[config.mk]
export PLATFORM = sky130hd
export DESIGN_NAME = dq_issue_queue
export DESIGN_NICKNAME = d
export VERILOG_FILES = /design/src/rtl/dq_pkg.sv /design/src/rtl/dq_lanes.sv /design/src/rtl/dq_pick.sv /design/src/rtl/dq_issue_queue.sv
export SDC_FILE = /design/constraint.sdc
export NUM_CORES = 1
export LEC_CHECK = 0
export BUFFER_PORTS_ARGS = -buffer_cell sky130_fd_sc_hd__clkbuf_2
export CORE_ASPECT_RATIO = 1.25
export CORE_MARGIN = 1.5
export CORE_UTILIZATION = 47
export DETAILED_ROUTE_END_ITERATION = 12
export GPL_TIMING_DRIVEN = 0
export PLACE_DENSITY = 0.65
export SYNTH_ARGS = -nofsm -noshare
export SYNTH_HDL_FRONTEND = slang
export SYNTH_SLANG_ARGS = --single-unit
[constraint.sdc]
create_clock -name clk -period 19.8 [get_ports clk]
set_clock_uncertainty 0.05 [all_clocks]
set_input_delay 0.99 -clock clk [delete_from_list [all_inputs] [get_ports clk]]
set_output_delay 0.99 -clock clk [all_outputs]
set_load 0.01 [all_outputs]
[src/rtl/dq_pkg.sv]
package dq_pkg;

   typedef struct packed {
      logic vld;    // entry occupied
      logic head;   // opens a dependency run
      logic last;   // most recently enqueued head
      logic exec;   // unmarked entry released by its head
      logic stl;    // long-latency instruction
   } slot_flags_t;

   // true when diff (masked to w bits) is in the forward half-window, non-zero
   function automatic logic is_after(input logic [31:0] diff, input int unsigned w);
      logic [31:0] m;
      m = diff & ((32'd1 << w) - 32'd1);
      return (m != 32'd0) && (m < (32'd1 << (w - 1)));
   endfunction

endpackage

[src/rtl/dq_lanes.sv]
module dq_lanes #(
   parameter int LANES  = 3,
   parameter int MARK_W = 2
) (
   input  logic                      clk,
   input  logic                      rst_n,
   input  logic [LANES-1:0]          go,
   input  logic [LANES-1:0]          go_stall,
   input  logic [LANES*MARK_W-1:0]   go_mark,
   input  logic [LANES-1:0]          fu_done,
   output logic [LANES-1:0]          lane_stall,
   output logic [LANES*MARK_W-1:0]   lane_mark
);

   for (genvar l = 0; l < LANES; l++) begin : g_lane
      always_ff @(posedge clk or negedge rst_n) begin
         if (!rst_n) begin
            lane_stall[l]                   <= 1'b0;
            lane_mark[l*MARK_W +: MARK_W]   <= '0;
         end else if (go[l] && go_stall[l]) begin
            lane_stall[l]                   <= 1'b1;
            lane_mark[l*MARK_W +: MARK_W]   <= go_mark[l*MARK_W +: MARK_W];
         end else if (fu_done[l]) begin
            lane_stall[l]                   <= 1'b0;
         end
      end
   end

endmodule

[src/rtl/dq_pick.sv]
module dq_pick #(
   parameter int DEPTH = 8,
   parameter int LANES = 3,
   parameter int GRP_W = 2,
   localparam int IW   = (DEPTH > 1) ? $clog2(DEPTH) : 1
) (
   input  logic [DEPTH-1:0]        elig,
   input  logic [DEPTH*GRP_W-1:0]  grp,
   input  logic [LANES-1:0]        lane_free,
   output logic [DEPTH-1:0]        pick,
   output logic [LANES-1:0]        lane_go,
   output logic [LANES*IW-1:0]     lane_src
);

   logic [GRP_W-1:0] lead_grp;
   logic             seen;
   logic             got;
   logic [LANES-1:0] used;

   always_comb begin
      pick     = '0;
      lane_go  = '0;
      lane_src = '0;
      used     = '0;
      seen     = 1'b0;
      lead_grp = '0;
      got      = 1'b0;
      for (int i = 0; i < DEPTH; i++) begin
         if (elig[i] && !seen) begin
            seen     = 1'b1;
            lead_grp = grp[i*GRP_W +: GRP_W];
         end
      end
      for (int i = 0; i < DEPTH; i++) begin
         if (elig[i] && grp[i*GRP_W +: GRP_W] == lead_grp) begin
            got = 1'b0;
            for (int l = 0; l < LANES; l++) begin
               if (lane_free[l] && !used[l] && !got) begin
                  got                   = 1'b1;
                  used[l]               = 1'b1;
                  lane_go[l]            = 1'b1;
                  lane_src[l*IW +: IW]  = IW'(i);
               end
            end
            pick[i] = got;
         end
      end
   end

endmodule

[src/rtl/dq_issue_queue.sv]
module dq_issue_queue #(
   parameter int DEPTH  = 8,
   parameter int LANES  = 3,
   parameter int TAG_W  = 5,
   parameter int MARK_W = 2,
   parameter int GRP_W  = 2
) (
   input  logic                    clk,
   input  logic                    rst_n,
   input  logic                    enq_valid,
   output logic                    enq_ready,
   input  logic [TAG_W-1:0]        enq_tag,
   input  logic                    enq_head,
   input  logic [MARK_W-1:0]       enq_mark,
   input  logic [GRP_W-1:0]        enq_grp,
   input  logic                    enq_stall,
   input  logic [LANES-1:0]        fu_done,
   input  logic                    flush_valid,
   input  logic [TAG_W-1:0]        flush_tag,
   output logic [LANES-1:0]        disp_valid,
   output logic [LANES*TAG_W-1:0]  disp_tag
);
   import dq_pkg::*;

   localparam int IW = (DEPTH > 1) ? $clog2(DEPTH) : 1;
   localparam int OW = $clog2(DEPTH + 1);

   if (LANES < 1 || LANES > DEPTH) begin : g_bad_lanes
      $error("dq_issue_queue: LANES must be 1..DEPTH");
   end
   if (TAG_W < $clog2(DEPTH) + 2) begin : g_bad_tag
      $error("dq_issue_queue: TAG_W too narrow for the in-flight window");
   end
   if (MARK_W < 1 || GRP_W < 1) begin : g_bad_fields
      $error("dq_issue_queue: MARK_W and GRP_W must be at least 1");
   end

   slot_flags_t        flg_q  [DEPTH];
   logic [MARK_W-1:0]  mark_q [DEPTH];
   logic [GRP_W-1:0]   grp_q  [DEPTH];
   logic [TAG_W-1:0]   tag_q  [DEPTH];
   logic               live_q;

   slot_flags_t        flg_d  [DEPTH];
   logic [MARK_W-1:0]  mark_d [DEPTH];
   logic [GRP_W-1:0]   grp_d  [DEPTH];
   logic [TAG_W-1:0]   tag_d  [DEPTH];
   logic               live_d;

   logic [DEPTH-1:0]        elig, pick, kill, set_exec;
   logic [DEPTH*GRP_W-1:0]  grp_flat;
   logic [LANES-1:0]        lane_stall, lane_go, go_stall;
   logic [LANES*MARK_W-1:0] lane_mark, go_mark;
   logic [LANES*IW-1:0]     lane_src;
   logic [OW-1:0]           occ;
   logic                    enq_acc, last_iss, run_go;
   slot_flags_t             fcur;
   int                      pos;

   // ---------------- eligibility ----------------
   always_comb begin
      elig     = '0;
      grp_flat = '0;
      kill     = '0;
      occ      = '0;
      for (int i = 0; i < DEPTH; i++) begin
         logic hit;
         hit = 1'b0;
         for (int l = 0; l < LANES; l++)
            if (lane_stall[l] && lane_mark[l*MARK_W +: MARK_W] == mark_q[i]) hit = 1'b1;
         elig[i] = !flush_valid && flg_q[i].vld &&
                   (flg_q[i].head ? !hit : flg_q[i].exec);
         grp_flat[i*GRP_W +: GRP_W] = grp_q[i];
         kill[i] = flush_valid && flg_q[i].vld &&
                   is_after(32'(tag_q[i] - flush_tag), TAG_W);
         occ = occ + OW'(flg_q[i].vld);
      end
   end

   dq_pick #(.DEPTH(DEPTH), .LANES(LANES), .GRP_W(GRP_W)) u_pick (
      .elig      (elig),
      .grp       (grp_flat),
      .lane_free (~lane_stall),
      .pick      (pick),
      .lane_go   (lane_go),
      .lane_src  (lane_src)
   );

   // ---------------- dispatch ----------------
   always_comb begin
      disp_tag = '0;
      go_stall = '0;
      go_mark  = '0;
      for (int l = 0; l < LANES; l++) begin
         disp_tag[l*TAG_W +: TAG_W]   = tag_q[lane_src[l*IW +: IW]];
         go_stall[l]                  = flg_q[lane_src[l*IW +: IW]].stl;
         go_mark[l*MARK_W +: MARK_W]  = mark_q[lane_src[l*IW +: IW]];
      end
   end
   assign disp_valid = lane_go;

   dq_lanes #(.LANES(LANES), .MARK_W(MARK_W)) u_lanes (
      .clk        (clk),
      .rst_n      (rst_n),
      .go         (lane_go),
      .go_stall   (go_stall),
      .go_mark    (go_mark),
      .fu_done    (fu_done),
      .lane_stall (lane_stall),
      .lane_mark  (lane_mark)
   );

   // ---------------- run release ----------------
   always_comb begin
      set_exec = '0;
      run_go   = 1'b0;
      last_iss = 1'b0;
      for (int i = 0; i < DEPTH; i++) begin
         if (flg_q[i].head) run_go = pick[i];
         else               set_exec[i] = run_go;
         if (pick[i] && flg_q[i].last) last_iss = 1'b1;
      end
   end

   assign enq_ready = !flg_q[DEPTH-1].vld && !flush_valid;
   assign enq_acc   = enq_valid && enq_ready;

   // ---------------- compaction ----------------
   always_comb begin
      pos  = 0;
      fcur = '0;
      for (int i = 0; i < DEPTH; i++) begin
         flg_d[i]  = '0;
         mark_d[i] = '0;
         grp_d[i]  = '0;
         tag_d[i]  = '0;
      end
      for (int i = 0; i < DEPTH; i++) begin
         if (flg_q[i].vld && !pick[i] && !kill[i] && pos < DEPTH) begin
            fcur      = flg_q[i];
            fcur.exec = fcur.exec | set_exec[i];
            if (flush_valid || (enq_acc && enq_head)) fcur.last = 1'b0;
            flg_d[pos]  = fcur;
            mark_d[pos] = mark_q[i];
            grp_d[pos]  = grp_q[i];
            tag_d[pos]  = tag_q[i];
            pos = pos + 1;
         end
      end
      if (enq_acc && pos < DEPTH) begin
         flg_d[pos].vld  = 1'b1;
         flg_d[pos].head = enq_head;
         flg_d[pos].last = enq_head;
         flg_d[pos].exec = !enq_head && (live_q || last_iss);
         flg_d[pos].stl  = enq_stall;
         mark_d[pos]     = enq_mark;
         grp_d[pos]      = enq_grp;
         tag_d[pos]      = enq_tag;
      end
      if (flush_valid)              live_d = 1'b1;
      else if (enq_acc && enq_head) live_d = 1'b0;
      else if (last_iss)            live_d = 1'b1;
      else                          live_d = live_q;
   end

   always_ff @(posedge clk or negedge rst_n) begin
      if (!rst_n) begin
         live_q <= 1'b1;
         for (int i = 0; i < DEPTH; i++) begin
            flg_q[i]  <= '0;
            mark_q[i] <= '0;
            grp_q[i]  <= '0;
            tag_q[i]  <= '0;
         end
      end else begin
         live_q <= live_d;
         for (int i = 0; i < DEPTH; i++) begin
            flg_q[i]  <= flg_d[i];
            mark_q[i] <= mark_d[i];
            grp_q[i]  <= grp_d[i];
            tag_q[i]  <= tag_d[i];
         end
      end
   end

endmodule

Word-level counts from Yosys, hierarchy flattened
Index checks and enable logic that the tools add are counted.
Cells by class
  add/subtract/negate cells: 15
  $mul: 0
  divide/modulo/power cells: 0
  order comparisons: 35
  equality and inequality tests: 32
  shift operators: 0
  mux-type cells: 349
  bitwise operators: 19
  reductions and logical operators: 248
Operators by type and width (count)
  $bwmux 40: 20
  $mux 40: 16
  $bwmux 16: 16
  $ge 32x4->1 const B: 8
  $lt 32x1->1 const B: 8
  $lt 32x5->1 const B: 8
  $mux 16: 16
  $not 32->32: 8
  $reduce_bool 32->1: 8
  $add 32x2->32 const B: 7
  $mux 32: 7
  $demux 5 s3: 13
  $mux 1: 167
  $logic_and 1x1->1: 163
  $bmux 5 s3: 6
  $mux 5: 17
  $mux 3: 27
  $logic_not 1->1: 71
  $eq 2x2->1: 32
  $mux 9: 7
  $mux 2: 25
  $demux 2 s3: 8
  $lt 5x5->1 const B: 8
  $sub 5x5->5: 8
  9 further kinds: 24
Storage, ports and cells
  bits in registers: 122
  latch bits: 0
  memory bits (writable): 0
  ROM bits: 0
  output and inout bits: 19
  word-level logic and storage cells: 769
  memories kept: 0

Logic depth before layout (Yosys ltp)
  depth after elaboration: 141
  depth in mapped cells: 40
  depth with buffers taken out: 34

Modules after synthesis
From an unflattened synthesis, not the netlist that was laid out.
Second synthesis, totals
  cells, all modules: 2019
  area, all modules: 16370.7 µm²
By module, submodules not included
  dq_issue_queue: instances 1, cells an instance 1768, area an instance 14476.4 µm², sequential area each 2829.0 µm²
  dq_pick: instances 1, cells an instance 227, area an instance 1534.0 µm², sequential area each 0.0 µm²
  dq_lanes: instances 1, cells an instance 24, area an instance 360.3 µm², sequential area each 225.2 µm²

Worst setup path before layout
OpenSTA, ideal clock, no wires.
  path kind: input port to flip-flop
  from: input port flush_valid
  to: register flg_q[15] (netlist name)
  setup time: 0.125 ns
  data arrival time: 9.245 ns
  path slack: 10.380 ns
  stages on the path: 36
  path buffers: 4
  cell sequence: nand3b_1 a31oi_1 a31oi_4 o21ai_1 or4_4 a311oi_2 a21oi_2 buf_2 nor3_1 nor3_4 a21oi_1 clkbuf_1 inv_1 fa_1 inv_1 ha_1 or3_1 a21oi_1 or2_2 and2_1 ha_1 inv_1 a311oi_1 o21a_1 or4_1 nand2_2 buf_2 ha_1 mux2i_4 inv_2 ha_1 xnor3_1 a32o_1 o211ai_1 buf_2 mux2_2
RTL lines
  start, declared: RTL line dq_issue_queue.sv:18  | input logic flush_valid,
  end signal, assigned by index: RTL line dq_issue_queue.sv:178  | flg_q[i] <= flg_d[i];
  end, declared: RTL line dq_issue_queue.sv:38  | slot_flags_t flg_q [DEPTH];

==> impl_metrics.tcl <==
set metrics [dict create \
    p_leak_nw 7.89 \
    dp_worst_setup_slack_ps 7210 \
    antenna_found_initial 3 \
    syn-cell-area_um2 17100 \
    finalSetupViolCount 0 \
    slew_headroom_pct -1.52 \
    grt_use_total_pct 46.7 \
    cts_hold_buffers 0 \
    via_count 19100 \
    async_flop_share_pct 100 \
    drt_iter0_markers 2720 \
    fin_crit_ps 12910 \
    cts_tree "yes" \
    num_rows 78 \
    status "finished, violations left" \
    die_h_um 217 \
    post_cts_buffers 0 \
    synth-seq-area-share_pct 17.8 \
    pin_count 42 \
    seq_power_share_pct 25.2 \
    clock_latency_ps 460 \
    die_area_um2 37600 \
    ys_types 119 \
    ant_nets 0 \
    core_area_um2 36100 \
    synth_nets 2190 \
    htreeDepth 4 \
    grt_pass1_vias 18400 \
    start_util_pct 47.5 \
    wl_um 89600 \
    synth-edff-count 0 \
    switchingPower_mw 0.524 \
    cp_top_family "simple AND/OR/NAND/NOR gates" \
    vdd_ir_drop_max_mv 0.0663 \
    hold_violations 0 \
    grt_pass1_wl_um 127000 \
    r2r_setup_slack_ps 6890 \
    violations "max-capacitance violations, max-slew violations" \
    p_clk_share_pct 30.1 \
    tns_ps 0 \
    startpoint_type "flop" \
    drc 0 \
    p_int_mw 0.663 \
    crit_type "flop to flop" \
    layout_setup_ws_ps 6890 \
    required_ps 20030 \
    viasPerCell 7.13 \
    fin_nets 2252 \
    ys.flop_type "dfrtp_1" \
    hpwl_um 68300 \
    grt.overflow.total 0 \
    utilization_pct 51.7 \
    gp_congestion 1.03 \
    drive_gt1_share_pct 16.6 \
    ys.warnings.count 0 \
    rsz0062_at_grt "false" \
    slowest_stage "nor3_1" \
    wl_per_cell_um 33.4 \
    area_growth_pct 8.94 \
    end_kind "flop" \
    die_w_um 174 \
    stdcell_count 2680 \
    worstReg2RegEnd "tag_q[12]" \
    clock-sinks 122 \
    io_buffer_count 40 \
    cts-root-buf "clkbuf_16" \
    synth.area.top_cells "dfrtp_1 (18%), mux2_2 (11%), mux2i_1 (11%), xnor2_1 (4.1%), o21ai_0 (4.0%)" \
    numCtsBuffers 17 \
    drv_cap 1 \
    clk_pin_slew_worst_paths_ps 70 \
    cpPeakStageDelay_ps 750 \
    synthCells 2125 \
    dp.cells 2648 \
    power.share.switching_pct 44.1 \
    ctsResizeCount 0 \
    p_comb_share_pct 44.7 \
    worst_slew_pin_slew_ps 1520 \
    crit_buf_inv 6 \
    synth_top_cell_by_area "dfrtp_1" \
    power_density_nw_per_um2 63.6 \
    regToRegStartpoint "flg_q[8]" \
    crit_fanout 11 \
    crit_top_cell "ha_1" \
    hold_class "primary input to asynchronous set/reset pin" \
    first_pass_iters 6 \
    grt_max_degree 79 \
    cp_data_arrival_time_ps 13140 \
    maxSlewViolCount 6 \
    ys_ff_latch 122 \
    synth.top_cell.area_share_pct 17.7 \
    min_period_over_period_pct 65.2 \
    rr_worst_depth 34 \
    fmax_mhz 77.5 \
    clock_path_buffers 2 \
    syn_area_per_cell_um2 8.07 \
    diodes 0 \
]
-- cell usage in the layout, fill, tap and decap left out, types with 65 or more instances in the layout --
cell      instances
clkbuf_1        172
o21ai_0         136
mux2i_1         183
mux2_2          167
nand2_1         147
nor2_1          125
xnor2_1          81
dfrtp_1         121
nand3_1         122
a21oi_1          65
-- cells in the mapped netlist (7+ instances only) --
cell,count
a211o_1,12
a211oi_1,24
a21oi_1,65
a221oi_1,12
a22o_1,28
a22oi_1,25
a31oi_1,30
and2_1,16
and3_1,13
buf_1,12
buf_2,36
clkbuf_1,172
dfrtp_1,121
ha_1,41
inv_1,60
mux2_1,9
mux2_2,167
mux2i_1,183
mux4_2,9
nand2_1,147
nand2b_1,28
nand3_1,122
nand3b_1,13
nand4_1,21
nor2_1,125
nor2b_1,32
nor3_1,34
nor4_1,7
o2111ai_1,15
o211a_1,18
o211ai_1,55
o21ai_0,136
o221ai_1,10
o31ai_1,28
o41ai_1,7
or2_2,9
or3_1,9
or4_1,9
xnor2_1,81
xor2_1,8
-- per-stage QoR --
stage | area, µm² | hold slack [ps] | power [mW]
after floorplan | 17100 | 531 | 0.640
after global placement | 17900 | 628 | 0.805
after detailed placement | 18000 | 653 | 0.813
after CTS | 18700 | 425 | 1.17
after global routing | 18700 | 451 | 1.22
final | 18700 | 411 | 1.19
-- final cells by class --
cell class,instances,area [µm²]
buffer,232,983
clock buffer,18,439
clock inverter,14,196
fill,3558,17400
inverter,67,251
multi-input combinational,1704,12900
sequential,122,3050
tap,480,601
timing repair buffer,43,251
-- metal layers --
metal	track usage, %	vias to the layer above	routed length (µm)
met1	55.5	9132	32600
met4	37.2	4	8390
met2	72.5	1457	38900
met5	0	-	27
li1	-	8046	-
met3	10.7	463	9630
-- sequential cells by signal, summed over array words and instances (netlist names) --
signal and flops:
tag_q 40, mark_q 16, u_lanes.lane_stall 3, grp_flat 16
live_q 1, flg_q 40, u_lanes.lane_mark 6
-- logic make-up (layout without fill, tap and decap cells) --
kind of cell | Yosys count | after routing | share of synthesized area (%)
xor gates and xnor gates | 95 | 95 | 5.26
and+or+nand+nor | 624 | 624 | 18.6
DFF | 122 | 122 | 17.8
AOI/OAI and AO/OA | 562 | 562 | 23.5
buffers and inverters | 299 | 374 | 7.20
muxes | 375 | 375 | 24.2
adders and majority gates | 48 | 48 | 3.46
-- power groups by stage --
stage / Sequential, mW / Combinational [mW] / Clock, mW
finish: 0.300 / 0.531 / 0.357
global route: 0.299 / 0.563 / 0.362
CTS: 0.297 / 0.515 / 0.353
detailed placement: 0.302 / 0.511 / 0
global placement: 0.301 / 0.504 / 0
floorplan: 0.288 / 0.352 / 0
-- worst max path at each step --
stage	to	cells after the start	startpoint
3_3_place_gp	tag_q[12]	32	flush_valid
3_5_place_dp	tag_q[12]	33	flush_valid
5_1_grt	tag_q[12]	34	u_lanes.lane_stall[0]
4_1_cts	tag_q[12]	33	flg_q[8]
6_report	tag_q[12]	34	flg_q[8]
2_1_floorplan	flg_q[15]	36	flush_valid
(Power assumes the default switching activity.)
